`config.mk`:
```
export PLATFORM = sky130hd
export DESIGN_NAME = stat_irq_pulser
export DESIGN_NICKNAME = d
export VERILOG_FILES = /design/src/rtl/stat_irq_pkg.sv /design/src/rtl/stat_irq_flag_bank.sv /design/src/rtl/stat_irq_pulse_seq.sv /design/src/rtl/stat_irq_pulser.sv
export SDC_FILE = /design/constraint.sdc
export NUM_CORES = 1
export LEC_CHECK = 0
export ABC_AREA = 1
export BUFFER_PORTS_ARGS = -buffer_cell sky130_fd_sc_hd__buf_2
export CORE_ASPECT_RATIO = 0.6
export CORE_MARGIN = 1.5
export CORE_UTILIZATION = 30
export CTS_BUF_LIST = sky130_fd_sc_hd__clkbuf_4
export DETAILED_ROUTE_END_ITERATION = 7
export GPL_TIMING_DRIVEN = 0
export PLACE_DENSITY = 0.63
export REMOVE_ABC_BUFFERS = 1
export SLEW_MARGIN = 20
export SYNTH_ARGS = -nofsm -noshare
export SYNTH_HDL_FRONTEND = slang
export SYNTH_SLANG_ARGS = --single-unit
```
`constraint.sdc`:
```
create_clock -name clk -period 1.1 [get_ports clk]
set_input_delay 0.165 -clock clk [delete_from_list [all_inputs] [get_ports clk]]
set_output_delay 0.165 -clock clk [all_outputs]
set_load 0.02 [all_outputs]
```
`src/rtl/stat_irq_pkg.sv`:
```
package stat_irq_pkg;
   typedef enum logic [1:0] {
      PH_IDLE  = 2'd0,
      PH_NOTCH = 2'd1,
      PH_LOW   = 2'd2
   } pulse_phase_e;

   localparam int unsigned FLT_W_DEF = 8;
   localparam int unsigned STS_W_DEF = 3;
   localparam int unsigned TICKS_DEF = 16;
endpackage

```
`src/rtl/stat_irq_flag_bank.sv`:
```
module stat_irq_flag_bank #(
   parameter int unsigned W    = 8,
   parameter logic [W-1:0] HELD = '0
) (
   input  logic         clk,
   input  logic         rst_n,
   input  logic [W-1:0] evt,
   input  logic [W-1:0] cond,
   input  logic         rd,
   output logic [W-1:0] flags
);
   generate
      if (W < 1) begin : g_bad_width
         $error("stat_irq_flag_bank: W must be at least 1");
      end
      for (genvar i = 0; i < W; i++) begin : g_bit
         localparam logic KEEP = HELD[i];
         logic hold;
         logic bit_q;
         assign hold = KEEP & cond[i];
         always_ff @(posedge clk) begin
            if (!rst_n)
               bit_q <= 1'b0;
            else if (evt[i])
               bit_q <= 1'b1;
            else if (rd && !hold)
               bit_q <= 1'b0;
         end
         assign flags[i] = bit_q;
      end
   endgenerate
endmodule

```
`src/rtl/stat_irq_pulse_seq.sv`:
```
module stat_irq_pulse_seq
   import stat_irq_pkg::*;
#(
   parameter int unsigned TICKS = 16
) (
   input  logic         clk,
   input  logic         rst_n,
   input  logic         tick,
   input  logic         start,
   input  logic         chg_active,
   output pulse_phase_e phase,
   output logic         busy
);
   localparam int unsigned CW = (TICKS > 1) ? $clog2(TICKS) : 1;
   localparam logic [CW-1:0] LAST = CW'(TICKS - 1);

   generate
      if (TICKS < 2) begin : g_bad_ticks
         $error("stat_irq_pulse_seq: TICKS must be at least 2");
      end
   endgenerate

   logic [CW-1:0] cnt_q;
   pulse_phase_e  phase_q;

   always_ff @(posedge clk) begin
      if (!rst_n) begin
         phase_q <= PH_IDLE;
         cnt_q   <= '0;
      end else begin
         case (phase_q)
            PH_IDLE: begin
               if (start) begin
                  phase_q <= chg_active ? PH_NOTCH : PH_LOW;
                  cnt_q   <= '0;
               end
            end
            default: begin
               if (tick) begin
                  if (cnt_q == LAST) begin
                     cnt_q   <= '0;
                     phase_q <= (phase_q == PH_NOTCH) ? PH_LOW : PH_IDLE;
                  end else begin
                     cnt_q <= cnt_q + 1'b1;
                  end
               end
            end
         endcase
      end
   end

   assign phase = phase_q;
   assign busy  = (phase_q != PH_IDLE);
endmodule

```
`src/rtl/stat_irq_pulser.sv`:
```
module stat_irq_pulser
   import stat_irq_pkg::*;
#(
   parameter int unsigned FLT_W           = FLT_W_DEF,
   parameter int unsigned STS_W           = STS_W_DEF,
   parameter int unsigned TICKS_PER_PHASE = TICKS_DEF,
   parameter logic [FLT_W-1:0] FLT_HELD   = FLT_W'(8'h84),
   parameter logic [STS_W-1:0] STS_HELD   = STS_W'(3'b010)
) (
   input  logic             clk,
   input  logic             rst_n,
   input  logic             tick,
   input  logic             chg_active,
   input  logic [FLT_W-1:0] flt_evt,
   input  logic [FLT_W-1:0] flt_cond,
   input  logic [FLT_W-1:0] flt_mask,
   input  logic [STS_W-1:0] sts_evt,
   input  logic [STS_W-1:0] sts_cond,
   input  logic [STS_W-1:0] sts_mask,
   input  logic             rd_flt,
   input  logic             rd_sts,
   input  logic             rd_glb,
   output logic             stat_pull,
   output logic [FLT_W-1:0] flt_flags,
   output logic [STS_W-1:0] sts_flags,
   output logic             glb_irq
);
   logic         any_evt;
   logic         unmasked_evt;
   logic         seq_start;
   logic         seq_busy;
   logic         glb_q;
   pulse_phase_e seq_phase;

   assign any_evt      = (|flt_evt) | (|sts_evt);
   assign unmasked_evt = (|(flt_evt & ~flt_mask)) | (|(sts_evt & ~sts_mask));
   assign seq_start    = unmasked_evt & ~glb_q;

   stat_irq_flag_bank #(.W(FLT_W), .HELD(FLT_HELD)) u_flt_bank (
      .clk   (clk),
      .rst_n (rst_n),
      .evt   (flt_evt),
      .cond  (flt_cond),
      .rd    (rd_flt),
      .flags (flt_flags)
   );

   stat_irq_flag_bank #(.W(STS_W), .HELD(STS_HELD)) u_sts_bank (
      .clk   (clk),
      .rst_n (rst_n),
      .evt   (sts_evt),
      .cond  (sts_cond),
      .rd    (rd_sts),
      .flags (sts_flags)
   );

   always_ff @(posedge clk) begin
      if (!rst_n)
         glb_q <= 1'b0;
      else if (any_evt)
         glb_q <= 1'b1;
      else if (rd_glb)
         glb_q <= 1'b0;
   end
   assign glb_irq = glb_q;

   stat_irq_pulse_seq #(.TICKS(TICKS_PER_PHASE)) u_seq (
      .clk        (clk),
      .rst_n      (rst_n),
      .tick       (tick),
      .start      (seq_start),
      .chg_active (chg_active),
      .phase      (seq_phase),
      .busy       (seq_busy)
   );

   always_comb begin
      case (seq_phase)
         PH_NOTCH: stat_pull = 1'b0;
         PH_LOW:   stat_pull = 1'b1;
         default:  stat_pull = chg_active;
      endcase
   end
endmodule

```
# Yosys cells after proc, flatten, opt, wreduce, memory -nomap -nowiden
# Cells that the tools add are included.
# word_totals
regBits,18
latchBits,0
ram_bits,0
rom_bits,0
inputBits,40
output_inout_bits,13
n_memories,0
# op_classes
n_addsub,1
n_mul,0
div,0
n_lt_le_gt_ge,0
eq_ne,4
shifts,0
muxes,29
bitwise,8
reduce_logical,27
# ops
op,count
$reduce_bool 2->1,14
$mux 1,18
$mux 4,4
$reduce_or 8->1,2
$mux 2,6
$and 8x8->8,1
$not 8->8,1
$reduce_or 3->1,2
$add 4x1->4 const B,1
$eq 4x4->1 const B,1
$and 3x3->3,1
$logic_and 1x1->1,3
$logic_not 1->1,3
$not 3->3,1
$reduce_and 3->1,1
$eq 2x1->1 const B,1
$eq 2x2->1 const B,1
$logic_not 2->1,1
$ne 2x2->1 const B,1
$or 1x1->1,2
$pmux 1 s2,1
$reduce_and 2->1,1
$and 1x1->1,1
$not 1->1,1

# Longest topological paths before layout
# Gate-level depths: netlist of run 1.
# logic_depth
word_depth,7
mapped_depth,10
depth_no_buf,10

# Hierarchy
# A second synthesis of run 1 with hierarchy kept.
# unflattened
cells_unflattened,156
area_unflattened_um2,1013.5
# by_module_without_submodules
module,instances,cells_per_inst,area_per_inst_um2
stat_irq_pulse_seq,1,50,334.1
stat_irq_flag_bank (u_flt_bank),1,40,320.3
stat_irq_pulser,1,49,227.7
stat_irq_flag_bank (u_sts_bank),1,17,131.4

# Worst setup path after synthesis of run 1
# No wires, ideal clock.
# synth_path
path_type,register -> register
startpoint,register u_seq.phase_q[0] (netlist: u_seq.phase[0])
endpoint,register u_seq.phase_q[0] (netlist: u_seq.phase[0])
setup_ps,117
arrival_ps,1131
path_slack_ps,-148
path_stages_with_launch,9
path_buffers,0
synth_period_minus_slack_ps,1248
path_cell_list,dfxtp_1 > inv_1 > ha_1 > inv_2 > nand2_4 > inv_1 > nand2_1 > a21boi_0 > nor2_1
# synth_via
elab_chain_cells,3
# synth_lines
item,line_no,rtl
from (decl),stat_irq_pulse_seq.sv:24,pulse_phase_e phase_q;
from (signal assigned),stat_irq_pulse_seq.sv:34,phase_q <= chg_active ? PH_NOTCH : PH_LOW;
from (signal assigned),stat_irq_pulse_seq.sv:42,phase_q <= (phase_q == PH_NOTCH) ? PH_LOW : PH_IDLE;
$logic_not 2->1 *,stat_irq_pulse_seq.sv:31,case (phase_q)
$ne 2x2->1 (no line) or $reduce_bool 2->1 (tied branches),--,
$reduce_and 3->1 (no line),--,
# Every way passes the cells marked *; elsewhere a longest branch is shown, timed or not.
# A chain may end at the register's enable or synchronous reset.

# Worst setup path after layout of run 1
# layout_path
startpoint,register u_seq.phase_q[0] (netlist: u_seq.phase[0])
endpoint,output stat_pull
# layout_via
elab_chain_cells,2
# layout_lines
item,line_no,rtl
$eq 2x2->1 or $eq 2x1->1 (tied branches),stat_irq_pulser.sv:78,case (seq_phase)
$pmux 1 s2 *,stat_irq_pulser.sv:78,
to (decl),stat_irq_pulser.sv:23,"output logic stat_pull,"
# Marked as above.

==> metrics.txt, run 1 <==
number of global-route vias before repair=918; Worst Tran Pin Value=0.503 ns; CP required=0.94 ns; Slew Limit Headroom=66.5%; Post-Synthesis Cells=146; PnR worst setup slack=-0.449 ns; Initial Utilization=31.4%; Final setup viols=7; wire per inst=10.8 um; Die Y=48.1 um; sequential share of the synthesized area=35.4%; Synth Cell Area=1020 um2; Final Max Tran Viols=0; xor/xnor share of the synthesized area=0.861%; PwrDens=1200 nW/um2; critical path fanouts, max=3; crit path kind=reg -> out; Final Hold Fails=0; mux share of post-synthesis cell area=1.11%; CTS tree=built; main combinational cell family by area after synthesis=simple AND/OR/NAND/NOR gates; DRC=0; failing checks=negative setup slack; outcome=complete, but fails checks; compound-gate portion of the synthesized area=11.2%; Die X=78.2 um; hold path depth=3; r2r worst-path depth=10; worst vdd ir=485 uV; antenna viol nets, final=0; antenna violations before repair=0; first-pass GRT wire length=4.06 mm; pin count of the biggest net entering global routing=15; DRT Pass-1 Iters=4; dpl hpwl=1.82 mm; Final min period=1.55 ns; arrival time worst endpoint=1.38 ns; Max Used Layer=met4; met3 WL post-DR=141 um; Layout area overhead=39.9%; synthesized flop and latch total=18; simple-gate share of the synthesized area=28.0%; number of hold buffers added after cts=0; ratio of cells with drive above 1 in the final layout=46.9%; Clk Latency, worst-skew pair=0.29 ns; 1st-iter DRT viols=26; Total GRT Usage=14.4%; Hold Crit Class=in -> reg; Rows=16; Finished Layout Cells=237; Inserted Diodes=0; DIE AREA=3760 um2; Core ar.=3240 um2; Max-Cap Viols=0; Root Driver=clkbuf_4; WHS=0.118 ns; post-synthesis adder-cell area fraction=4.92%; Clock Skew=0.00890 ns; commonest non-fill, non-tap cells in the layout=43 x buf_2, 26 x nand2_1, 21 x inv_1, 14 x dfxtp_1, 13 x nor2_1; final wirelength=2.56 mm; via count=1015; final RePlAce weighted congestion=0.793; RSZ-0062 raised after global routing=true; Via-to-Cell Ratio=4.28; met2 WL post-DR=1.08 mm; Clock Tree Buf Depth=2; input/output buffers=44; Post-Syn Area per Cell=6.97 um2; crit end category=output port; Leak=0.000780 uW; synth unique cells=23; H-tree levels=1; Nets=237; Ports=53; Post-Place Cells=223; Achievable Freq=0.645 GHz; M1 WL=1.31 mm; Ys Warns=0; grt total ovfl=0; fin crit share=141%; CTS sink cnt=18; type of origin of the critical path=flip-flop; Inserted Clock Buffers=3; commonest non-fill, non-tap cell in the layout=buf_2; clock slew at reported path FFs=0.11 ns
==> metrics by stage <==
stage          util, %  area, um2  setup slack (ns)  power (uW)  TNS [ns]
4_1_cts           42.8       1390            -0.450        1690    -0.687
2_1_floorplan        -        931            -0.148        1030    -0.536
3_5_place_dp      37.2       1210            -0.316        1190     -1.63
6_report          43.9       1420            -0.449        1700    -0.752
5_1_grt           43.9       1420            -0.496        1810     -1.22
3_3_place_gp      37.2       1210            -0.286        1180     -1.53
==> critical path, stage by stage (launching register included) <==
cell,delay (ns)
dfxtp_2,0.35
inv_2,0.06
ha_4,0.26
mux2_4,0.29
buf_6,0.13
==> state kept, by name, summed over array words and instances, names as in the netlist <==
| register | cells |
|---|---|
| u_seq.phase | 2 |
| u_seq.cnt_q | 4 |
| u_flt_bank.g_bit.bit_q | 8 |
| glb_irq | 1 |
| u_sts_bank.g_bit.bit_q | 3 |
==> synthesized netlist by cell type <==
| cell type | count | area, um2 |
|---|---|---|
| a21boi_0 | 1 | 7.51 |
| a21oi_1 | 15 | 75.1 |
| a31oi_1 | 1 | 6.26 |
| buf_4 | 11 | 82.6 |
| clkbuf_1 | 1 | 3.75 |
| dfxtp_1 | 18 | 360 |
| ha_1 | 4 | 50.1 |
| inv_1 | 26 | 97.6 |
| inv_2 | 1 | 3.75 |
| mux2_2 | 1 | 11.3 |
| nand2_1 | 30 | 113 |
| nand2_2 | 2 | 12.5 |
| nand2_4 | 3 | 33.8 |
| nand3_1 | 4 | 20.0 |
| nand3_2 | 1 | 10.0 |
| nand4_1 | 1 | 6.26 |
| nor2_1 | 13 | 48.8 |
| nor2_2 | 3 | 18.8 |
| nor3_1 | 2 | 10.0 |
| nor4_1 | 1 | 6.26 |
| o21ai_0 | 5 | 25.0 |
| or2_2 | 1 | 6.26 |
| xor2_1 | 1 | 8.76 |
==> final timing paths <==
kind,from,slack [ns],end
hold / removal,flt_evt[7],0.12,u_flt_bank.g_bit[7].bit_q$_SDFFE_PN0P_
setup reg to reg,u_seq.phase[0]$_SDFFE_PN0P_,-0.10,u_seq.phase[1]$_SDFFE_PN0P_
hold reg to reg,u_flt_bank.g_bit[5].bit_q$_SDFFE_PN0P_,0.47,u_flt_bank.g_bit[5].bit_q$_SDFFE_PN0P_
setup / recovery,u_seq.phase[0]$_SDFFE_PN0P_,-0.45,stat_pull
==> report_power, final <==
| group | leakage, uW | internal, uW | switching [uW] |
|---|---|---|---|
| clock network | 0.0000154 | 132 | 202 |
| registers | 0.000151 | 709 | 35.6 |
| logic | 0.000613 | 294 | 332 |
==> layer usage <==
metal  track usage (%)  up-vias
li1                  -      537
met1              19.5      445
met2              23.7       31
met3              3.93        2
met4              3.21        0
met5                 0        -
==> cells by family (layout without fill, tap and decap cells) <==
| kind of cell | Yosys count | in the layout |
|---|---|---|
| AND/OR/NAND/NOR | 61 | 61 |
| buffers and inverters | 39 | 85 |
| AO/OA/AOI/OAI | 22 | 22 |
| flip-flops | 18 | 18 |
| adder cells (fa/ha/maj) | 4 | 4 |
| XOR/XNOR | 1 | 1 |
| multiplexers | 1 | 1 |
==> layout make-up <==
class	count	area, um2
clock buffer	3	22.5
inverter	27	106
sequential	18	365
fill	328	1820
tap	45	56.3
timing repair buffer	54	314
multi-input combinational	89	554
clock inverter	1	3.75
==> what timing repair did <==
action | 4_1_cts | 5_1_grt
endpoints found under the setup margin | 7 | 7
buffers inserted | 8 | 2
hold endpoints to repair | 0 | 0
pin swaps | 9 | 5
resized for setup | 28 | 5
No activity file was read; power rests on OpenSTA's default activity.
==> run 2, diff against run 1 <==
Settings changed: ABC_AREA 1 to default, PLACE_DENSITY 0.63 to 0.64.
==> run 2 against run 1 <==
Net effect:
- largest power group unchanged
- wire length shrank 7.1%
- synthesized cell count shrank 21%
- maximum frequency grew 0.54%
- flip-flop and latch count is the same
- critical path depth is the same
- critical endpoint unchanged
- clock skew shrank 0.0067 ns
- first-iteration DRC count grew 15%
- sequential power shrank 1%
- the run still ends with negative setup slack left
- critical path type unchanged
- die area shrank 4.9%
- non-clock buffer count shrank 3
==> metrics.txt, run 2 <==
PnR worst setup slack=-0.441 ns (was -0.449 ns); crit end category=output port (unchanged); top area cells in the synthesized netlist=dfxtp_1 37%, buf_4 8.6%, nand2b_1 6.5% (was dfxtp_1 35%, nand2_1 11%, inv_1 9.6%); type of origin of the critical path=flip-flop (unchanged); arrival time worst endpoint=1.38 ns (about the same); Synth Cell Area=965 um2 (was 1020 um2); Rows=15 (was 16); Inserted Clock Buffers=3 (unchanged); commonest non-fill, non-tap cells in the layout=43 x buf_2, 14 x dfxtp_1, 12 x a21oi_1, 12 x nor2_1, 9 x nand2b_1 (was 43 x buf_2, 26 x nand2_1, 21 x inv_1, 14 x dfxtp_1, 13 x nor2_1); top-count cell post-synth=dfxtp_1 (was nand2_1); Final setup viols=7 (unchanged); Layout area overhead=35.3% (was 39.9%); Initial Utilization=32.5% (was 31.4%); failing checks=negative setup slack (unchanged); Max-Cap Viols=0 (unchanged); Inserted Diodes=0 (unchanged); worst min-delay path endpoint=u_sts_bank.g_bit[2].bit_q$_SDFFE_PN0P_ (was u_flt_bank.g_bit[7].bit_q$_SDFFE_PN0P_); Top Registers=u_flt_bank.g_bit.bit_q x8, u_seq.cnt_q x4, u_sts_bank.g_bit.bit_q x3 (unchanged); Clk Latency, worst-skew pair=0.29 ns (about the same); commonest non-fill, non-tap cell in the layout=buf_2 (unchanged); final wirelength=2.38 mm (was 2.56 mm); Ys Warns=0 (unchanged); Final Max Tran Viols=0 (unchanged); 1st-iter DRT viols=30 (was 26); WHS=0.107 ns (was 0.118 ns); Largest register FFs=8 (unchanged); number of global-route vias before repair=916 (was 918); Power, Total=1620 uW (was 1700 uW); Slew Limit Headroom=69.1% (was 66.5%); Root Driver=clkbuf_4 (unchanged); antenna viol nets, final=0 (unchanged); grt total ovfl=0 (unchanged); synthesized flop and latch total=18 (unchanged); Via-to-Cell Ratio=4.57 (was 4.28); CTS sink cnt=18 (unchanged); ratio of cells with drive above 1 in the final layout=47.5% (was 46.9%); synth unique cells=29 (was 23); pin count of the biggest net entering global routing=14 (was 15); hold path start=sts_evt[2] (was flt_evt[7]); final RePlAce weighted congestion=0.854 (was 0.793); Seq. cell area=365 um2 (unchanged); cell taking the most area after synthesis=dfxtp_1 (unchanged); RSZ-0062 raised after global routing=true (unchanged); wire per inst=11.9 um (was 10.8 um); antenna violations before repair=0 (unchanged); top cell type's share of synthesized area=37.4% (was 35.4%); reg-to-reg slack, setup=-0.16 ns (was -0.10 ns); Ports=53 (unchanged); DRC=0 (unchanged); RR Endpoint=u_seq.cnt_q[0]$_SDFFE_PN0P_ (was u_seq.phase[1]$_SDFFE_PN0P_); H-tree levels=1 (unchanged); crit path kind=reg -> out (unchanged); EDFF count, synth=0 (unchanged); Leak=0.000625 uW (was 0.000780 uW); Nets=203 (was 237); Clock Tree Buf Depth=2 (unchanged); Most flops, register=u_flt_bank.g_bit.bit_q (unchanged); top cells by count, synth=18 x dfxtp_1, 12 x a21oi_1, 12 x nor2_1 (was 30 x nand2_1, 26 x inv_1, 18 x dfxtp_1); Final min period=1.54 ns (was 1.55 ns); fin crit share=140% (was 141%); ys flop type=dfxtp_1 (unchanged); Post-Synthesis Cells=115 (was 146); Worst R2R Start=u_seq.phase[1]$_SDFFE_PN0P_ (was u_seq.phase[0]$_SDFFE_PN0P_); DRT Pass-1 Iters=4 (unchanged); Clock Skew=0.00222 ns (was 0.00890 ns); outcome=complete, but fails checks (unchanged); DIE AREA=3580 um2 (was 3760 um2); Final Hold Fails=0 (unchanged); Die X=76.2 um (was 78.2 um); Placement Setup Slack=-0.418 ns (was -0.316 ns); CTS tree=built (unchanged); Total GRT Usage=14.6% (was 14.4%); FFs w/ async S/R, synth=0% (unchanged); r2r worst-path depth=6 (was 10); dpl hpwl=1.82 mm (about the same); PwrDens=1240 nW/um2 (was 1200 nW/um2); Die Y=46.9 um (was 48.1 um); Post-Syn Area per Cell=8.39 um2 (was 6.97 um2); Worst Tran Pin Value=0.463 ns (was 0.503 ns); Core ar.=2970 um2 (was 3240 um2); worst vdd ir=553 uV (was 485 uV); Fillers=299 (was 328); sequential share of the synthesized area=37.4% (was 35.4%); via count=914 (was 1015); clock slew at reported path FFs=0.10 ns (was 0.11 ns); input/output buffers=44 (unchanged); hold path depth=3 (unchanged); critical path fanouts, max=2 (was 3); Multi-input gate area=544 um2 (was 554 um2); Achievable Freq=0.649 GHz (was 0.645 GHz); first-pass GRT wire length=3.92 mm (was 4.06 mm); Hold Crit Class=in -> reg (unchanged); CP required=0.94 ns (about the same)
==> run 2: cells by family after synthesis <==
logic type      synth area share, %
fa+ha+maj                      5.19
buf+inv                        12.8
mux                            4.28
simple gates                   23.1
compound gates                 16.3
xor+xnor                      0.908
flops                          37.4
==> run 2: what timing repair did <==
action | 4_1_cts | 5_1_grt
hold buffers | 0 | 0
gates resized for setup | 18 | 3
pin swaps | 7 | 0
buffers inserted | 5 | 2
endpoints found under the setup margin | 7 | 8
==> run 2: metrics by stage <==
stage	area [um2]	utilization (%)	TNS (ns)	std cells
after detailed placement	1150	38.8	-2.15	189
after global placement	1150	38.8	-1.90	189
after CTS	1280	43.2	-1.17	198
after floorplan	878	-	-1.24	103
final	1310	44.0	-1.21	200
after global routing	1310	44.0	-1.73	200
==> run 2: layout make-up <==
type / count / area share, %
clock buffers: 3 / 1.73
clock inverters: 1 / 0.288
inverters: 10 / 2.88
multi-input cells: 75 / 41.7
flip-flops and latches: 18 / 28.0
well taps: 42 / 4.03
repair buffers: 51 / 21.4
==> run 2: power by group <==
group | switching, uW | internal (uW) | total [uW]
sequential | 31.4 | 702 | 734
clock | 207 | 132 | 339
combinational | 265 | 284 | 549
total | 503 | 1120 | 1620
==> run 2: how the worst max path moves through the flow <==
stage / from / to / slack, ns / cells after the start
after global placement: u_seq.phase[0]$_SDFFE_PN0P_ / u_seq.cnt_q[3]$_SDFFE_PN0P_ / -0.39 / 6
after detailed placement: u_seq.phase[0]$_SDFFE_PN0P_ / u_seq.cnt_q[3]$_SDFFE_PN0P_ / -0.42 / 6
after CTS: u_seq.phase[0]$_SDFFE_PN0P_ / stat_pull / -0.45 / 4
after global routing: u_seq.phase[1]$_SDFFE_PN0P_ / stat_pull / -0.50 / 4
final: u_seq.phase[0]$_SDFFE_PN0P_ / stat_pull / -0.44 / 4
after floorplan: u_seq.phase[0]$_SDFFE_PN0P_ / u_seq.cnt_q[3]$_SDFFE_PN0P_ / -0.30 / 6
==> run 2: worst max-delay path: stages, from the launching register on <==
cell	delay, ns
dfxtp_2	0.35
inv_2	0.05
ha_4	0.26
mux2_4	0.29
buf_6	0.13
==> run 2: per-layer routing <==
metal	wire [um]	vias up	global-route usage, %	share of wire (%)
li1	-	467	-	-
met1	1120	422	16.9	47
met2	1100	21	26.6	46
met4	29	0	3.33	1.2
met5	0	-	0	0
met3	125	4	5.83	5.3
